$ cat config.mk
export PLATFORM = sky130hd
export DESIGN_NAME = spi_irq_thresh
export DESIGN_NICKNAME = d
export VERILOG_FILES = /design/src/rtl/spi_irq_pkg.sv /design/src/rtl/spi_irq_tx_cnt.sv /design/src/rtl/spi_irq_rx_cmp.sv /design/src/rtl/spi_irq_thresh.sv
export SDC_FILE = /design/constraint.sdc
export NUM_CORES = 1
export LEC_CHECK = 0
export BUFFER_PORTS_ARGS = -buffer_cell sky130_fd_sc_hd__clkbuf_2
export CAP_MARGIN = 10
export CORE_UTILIZATION = 46
export DETAILED_ROUTE_END_ITERATION = 8
export PLACE_DENSITY = 0.72
export SLEW_MARGIN = 20
export SYNTH_ARGS = -nofsm -noshare
export SYNTH_HDL_FRONTEND = slang
export SYNTH_SLANG_ARGS = --single-unit
export TNS_END_PERCENT = 50
$ cat constraint.sdc
create_clock -name clk_i -period 1.8 [get_ports clk_i]
set_input_delay 0.18 -clock clk_i [delete_from_list [all_inputs] [get_ports clk_i]]
set_output_delay 0.18 -clock clk_i [all_outputs]
set_load 0.05 [all_outputs]
$ cat src/rtl/spi_irq_pkg.sv
package spi_irq_pkg;
  localparam int unsigned DEF_MODE_W     = 3;
  localparam int unsigned DEF_FIFO_DEPTH = 8;
endpackage

$ cat src/rtl/spi_irq_tx_cnt.sv
module spi_irq_tx_cnt #(
  parameter int unsigned MODE_W = 3,
  localparam int unsigned CNT_W = MODE_W + 1
) (
  input  logic              clk_i,
  input  logic              rst_ni,
  input  logic              en_i,
  input  logic [MODE_W-1:0] mode_i,
  input  logic              byte_done_i,
  input  logic              ack_i,
  output logic              irq_o
);
  logic [CNT_W-1:0] cnt_q, cnt_inc, thresh;
  logic             hit, irq_q;

  always_comb begin
    thresh  = {1'b0, mode_i} + CNT_W'(1);
    cnt_inc = cnt_q + CNT_W'(1);
    // >= so a threshold lowered mid-count fires on the next byte
    hit     = en_i & byte_done_i & (cnt_inc >= thresh);
  end

  always_ff @(posedge clk_i or negedge rst_ni) begin
    if (!rst_ni) begin
      cnt_q <= '0;
      irq_q <= 1'b0;
    end else begin
      if (!en_i || hit)     cnt_q <= '0;
      else if (byte_done_i) cnt_q <= cnt_inc;
      if (hit)        irq_q <= 1'b1;
      else if (ack_i) irq_q <= 1'b0;
    end
  end

  assign irq_o = irq_q;
endmodule

$ cat src/rtl/spi_irq_rx_cmp.sv
module spi_irq_rx_cmp #(
  parameter int unsigned MODE_W = 3,
  parameter int unsigned DEPTH  = 8,
  parameter int unsigned LVL_W  = 4,
  localparam int unsigned NUM_CODES = 1 << MODE_W
) (
  input  logic              en_i,
  input  logic [MODE_W-1:0] mode_i,
  input  logic [LVL_W-1:0]  level_i,
  output logic              irq_o
);
  logic [NUM_CODES-1:0] hit;

  for (genvar g = 0; g < NUM_CODES; g++) begin : g_code
    if (g == NUM_CODES - 1) begin : g_full
      assign hit[g] = (mode_i == MODE_W'(g)) && (level_i == LVL_W'(DEPTH));
    end else begin : g_thr
      assign hit[g] = (mode_i == MODE_W'(g)) && (level_i >= LVL_W'(g + 1));
    end
  end

  assign irq_o = en_i & (|hit);
endmodule

$ cat src/rtl/spi_irq_thresh.sv
module spi_irq_thresh
  import spi_irq_pkg::*;
#(
  parameter int unsigned MODE_W = DEF_MODE_W,
  parameter int unsigned DEPTH  = DEF_FIFO_DEPTH,
  localparam int unsigned LVL_W = $clog2(DEPTH + 1)
) (
  input  logic              clk_i,
  input  logic              rst_ni,
  input  logic              en_i,
  input  logic [MODE_W-1:0] mode_i,
  input  logic              byte_done_i,
  input  logic [LVL_W-1:0]  rx_level_i,
  input  logic              tx_ack_i,
  output logic              tx_irq_o,
  output logic              rx_irq_o
);
  logic [MODE_W-1:0] mode_q;

  always_ff @(posedge clk_i or negedge rst_ni) begin
    if (!rst_ni) mode_q <= '0;
    else         mode_q <= mode_i;
  end

  spi_irq_tx_cnt #(.MODE_W(MODE_W)) u_tx (
    .clk_i       (clk_i),
    .rst_ni      (rst_ni),
    .en_i        (en_i),
    .mode_i      (mode_q),
    .byte_done_i (byte_done_i),
    .ack_i       (tx_ack_i),
    .irq_o       (tx_irq_o)
  );

  spi_irq_rx_cmp #(.MODE_W(MODE_W), .DEPTH(DEPTH), .LVL_W(LVL_W)) u_rx (
    .en_i    (en_i),
    .mode_i  (mode_q),
    .level_i (rx_level_i),
    .irq_o   (rx_irq_o)
  );
endmodule

Word level (Yosys, flattened, before mapping):

Cells that the tools add are included.

* register bits: 8
* input port bits: 12

* add/sub/neg operators: 2
* magnitude comparators: 8
* eq/ne operators: 8
* muxes and demuxes: 4
* bitwise gates (word level): 3
* reductions and logical operators: 14

Operators by type and width (count)
* >= comparator 4 x 3 -> 1 bit, second input constant: 4
* == test 3 bit, second input constant: 4
* >= comparator 4 x 2 -> 1 bit, second input constant: 2
* logical AND 1 bit: 8
* 2-to-1 mux 4 bit: 2
* OR reduction 8 bit: 1
* == test 3 x 2 -> 1 bit, second input constant: 2
* adder 3 x 1 -> 4 bit, second input constant: 1
* adder 4 x 1 -> 4 bit, second input constant: 1
* == test 4 bit, second input constant: 1
* >= comparator 4 x 1 -> 1 bit, second input constant: 1
* >= comparator 4 bit: 1
* nonzero test 2 bit: 2
* bitwise AND 1 bit: 3
* == test 3 x 1 -> 1 bit, second input constant: 1
* logical NOT 3 bit: 1
* 2-to-1 mux 1 bit: 2
* logical NOT 1 bit: 1
* logical OR 1 bit: 1

Logic depth before layout (Yosys ltp):

* depth in word-level cells: 5
* gate-level depth with buffers: 7

Cells and area by module:

A second synthesis with hierarchy kept.

* cell total of the unflattened synthesis: 48
* area total of the unflattened synthesis: 520.5 µm²

Modules (own cells, without submodules)
* spi_irq_tx_cnt: instances 1, cells an instance 36, area each 384.1 µm², seq. area each 125.1 µm²
* spi_irq_thresh: instances 1, cells an instance 3, area each 75.1 µm², seq. area each 75.1 µm²
* spi_irq_rx_cmp: instances 1, cells an instance 9, area each 61.3 µm², seq. area each 0.0 µm²

Worst setup path before layout:

No wires, ideal clock.

* path type: register to output
* start: register mode_q[0]
* end: output rx_irq_o
* data arrival time: 1.909 ns
* path slack: -0.289 ns
* stages on the path, launching flop included: 7
* path through: dfrtp_1 ha_1 ha_1 inv_1 o41ai_1 o311ai_1 a41oi_1

* longest elaborated chain between the ends: 4
* elaborated cells between the ends (all ways): 18

Ends and longest elaborated chain
* start, declared: line spi_irq_thresh.sv:18 `logic [MODE_W-1:0] mode_q;`
* start signal, assigned: line spi_irq_thresh.sv:22 `else mode_q <= mode_i;`
* == test 3 x 1 -> 1 bit (tied with other cells): line spi_irq_rx_cmp.sv:18 `assign hit[g] = (mode_i == MODE_W'(g)) && (level_i >= LVL_W'(g + 1));`
* logical AND 1 bit (on tied branches): line spi_irq_rx_cmp.sv:18, spi_irq_rx_cmp.sv:16
* OR reduction 8 bit *: line spi_irq_rx_cmp.sv:22 `assign irq_o = en_i & (|hit);`
* bitwise AND 1 bit *: line spi_irq_rx_cmp.sv:22
* end, declared: line spi_irq_thresh.sv:16 `output logic rx_irq_o`

Every way passes the cells marked *; elsewhere a longest branch is shown, timed or not.

Worst setup path after layout:

Same ends and word-level chain as after synthesis.

==> results_dict.tcl <==
set metrics [dict create \
    cts_num_sinks 8 \
    fin_nets 107 \
    met1_length_um 509 \
    slowest_stage "dfrtp_1" \
    power.total_mw 0.5357 \
    num_vias 516 \
    ys_seq_area_frac 0.3239 \
    grt.overflow.total 0 \
    wl_met2_um 626 \
    yosysTopAreaCell "dfrtp_1" \
    slew_headroom 0.8077 \
    holdCritPathClass "input pin to flip-flop" \
    dpl.hpwl_um 944.3 \
    drt-total-wl_mm 1.204 \
    r2r-end "u_tx.irq_o" \
    drive_gt1_frac 0.4024 \
    postSynthAreaPerCell_um2 10.30 \
    grt_usage 0.2137 \
    finalHoldViolCount 0 \
    cts_root_buf "clkbuf_4" \
    syn_inst 60 \
    cts_tree "yes" \
    synth_top_area_frac 0.3239 \
    design_area_um2 824.5 \
    max_cap_violations 0 \
    ir_worst_vdd_mv 0.4741 \
    fin_ws_ps -169.8 \
    drc_errors 0 \
    crit_required_ps 1620 \
    gp_congestion 0.8297 \
    synth.ff_latch_count 8 \
    critPathLaunchType "flip-flop" \
    p_leak_nw 0.4027 \
    yosys_warnings 0 \
    placed_area_um2 748.2 \
    synthesis.nets 83 \
    status "finished, violations left" \
    slew_viol_final 0 \
    wl_per_cell_um 12.54 \
    pwr_density_cell_nw_per_um2 649.7 \
    max_stage_delay_ps 400 \
    holdWs_ps 38.45 \
    worst_slew_pin_slew_ps 287.5 \
    antenna_found_initial 0 \
    clk_latency_ps 250 \
    ant_nets 0 \
    timing.rr.start "mode_q[0]" \
    critPathCapture "rx_irq_o" \
    cts_buffers 3 \
    setup_viol 3 \
    ff2ff_path_depth 7 \
    path_class "flip-flop to output port" \
    clockBufferDepth 2 \
    grt_start_max_net_pins 9 \
    rsz0062_at_grt "true" \
    h-tree-depth 1 \
    rrSetupSlack_ps -70 \
    numPortBuffers 13 \
    critPathMaxFanout 4 \
    mostFrequentLayoutCells "clkbuf_2, ha_1, inv_1, dfrtp_1, buf_4" \
    cp-end-kind "output port" \
    period_needed_ps 1970 \
    max_freq_ghz 0.5077 \
    fp.dieArea_um2 1494 \
    design.core.area_um2 1171 \
    path_cells "buf_4 -> ha_1 -> nor4_2 -> o41ai_2 -> o311ai_2 -> a41oi_2 -> buf_8" \
    crit_start "mode_q[0]" \
    arrival_ps 1790 \
    ios 14 \
    routed.top_layer "met4" \
    post-route-period-util 1.094 \
    skew_ps 2.199 \
    synth.area.top_cells "dfrtp_1, ha_1, inv_1" \
    netlist_area_um2 618.1 \
    antenna_cells 0 \
    n_fill_cell 93 \
    dieHeight_um 38.66 \
    die_w_um 38.66 \
    clkTransAtPathRegs_ps 50 \
    final_common_cell "clkbuf_2" \
    grt_pass1_wl_mm 2.035 \
    avgViaCountPerCell 5.375 \
    post-place-ws_ps -63.34 \
    grt_pass1_vias 485 \
    ys_types 26 \
    wl_met3_um 35 \
    violations "negative setup slack" \
    area_growth_pct 33.40 \
    initialDrtViolationCount 5 \
    rows 12 \
    initial_utilization 0.5278 \
    dr.pass1.iters 2 \
]
[repair_timing]
item / CTS / global route
buffers inserted: 0 / 1
endpoints found under the hold margin: 8 / 0
pin swaps: 4 / 2
endpoints found under the setup margin: 4 / 6
resized for setup: 5 / 3
hold buffers: 1 / 0
[worst max-delay path: cells and delay by family, from the launching register on]
kind                     cells  cell delay (ps)
adder cells (fa/ha/maj)      1              210
flip-flops                   1              400
buffers and inverters        2              320
AND/OR/NAND/NOR              1              300
AO/OA/AOI/OAI                3              300
[worst min path at each step]
stage               from         to  slack [ps]  cells past startpoint
5_1_grt        mode_i[2]  mode_q[2]          30                      1
2_1_floorplan     rst_ni  mode_q[0]        -120                      0
6_report       mode_i[1]  mode_q[1]          40                      1
3_5_place_dp      rst_ni  mode_q[2]          30                      1
4_1_cts        mode_i[2]  mode_q[2]          30                      1
3_3_place_gp      rst_ni  mode_q[2]          30                      1
[per-stage QoR]
step,cells,util,setup TNS [ps]
final,96,0.7041,-281.9
after global routing,96,0.7041,-948.5
after CTS,95,0.6870,-332.4
after detailed placement,91,0.6389,-136.7
after global placement,91,0.6389,-108.7
after floorplan,60,-,0
[report_power, final]
group,switching (mW),internal [mW]
clock network,0.0526,0.0757
logic,0.111,0.0961
registers,0.00771,0.192
total,0.171,0.364
[state kept, by name, indices dropped and copies added, names as in the netlist]
signal and flops:
u_tx.irq_o 1, u_tx.cnt_q 4, mode_q 3
[synth_stat cells]
cell type and count:
nor2_2 1, o2111ai_1 1, a32o_1 1, nand2b_4 1
o311ai_1 1, nand3b_1 1, dfrtp_1 8, o32ai_2 1
ha_1 11, nand3_1 2, a21boi_1 1, xor2_1 1
o21ai_1 2, o2bb2ai_1 1, a21oi_1 1, nor4_1 1
o31ai_2 1, nand2b_1 4, o41ai_1 1, o21ai_0 4
a41oi_1 1, nand2_1 3, o21a_1 1, inv_1 8
a211oi_4 1, xnor2_1 1
[logic make-up after synthesis]
family,share of synthesized area
AO/OA/AOI/OAI,0.2470
XOR/XNOR,0.02835
adder cells (fa/ha/maj),0.2227
buffers and inverters,0.04858
flip-flops,0.3239
AND/OR/NAND/NOR,0.1296
[area by class of cell]
class / count / area (µm²) / share of cell area
Timing Repair Buffer: 19 / 122.6 / 0.1487
Clock buffer: 3 / 22.52 / 0.02731
Multi-Input combinational cell: 44 / 431.7 / 0.5235
Inverter: 8 / 30.03 / 0.03642
Sequential cell: 8 / 200.2 / 0.2428
Tap cell: 14 / 17.52 / 0.02124
[per-layer routing]
layer	up-vias	track usage
li1	264	-
met5	-	0
met4	0	0.1552
met1	236	0.2630
met3	4	0.04046
met2	12	0.3292
(Power assumes the default switching activity.)
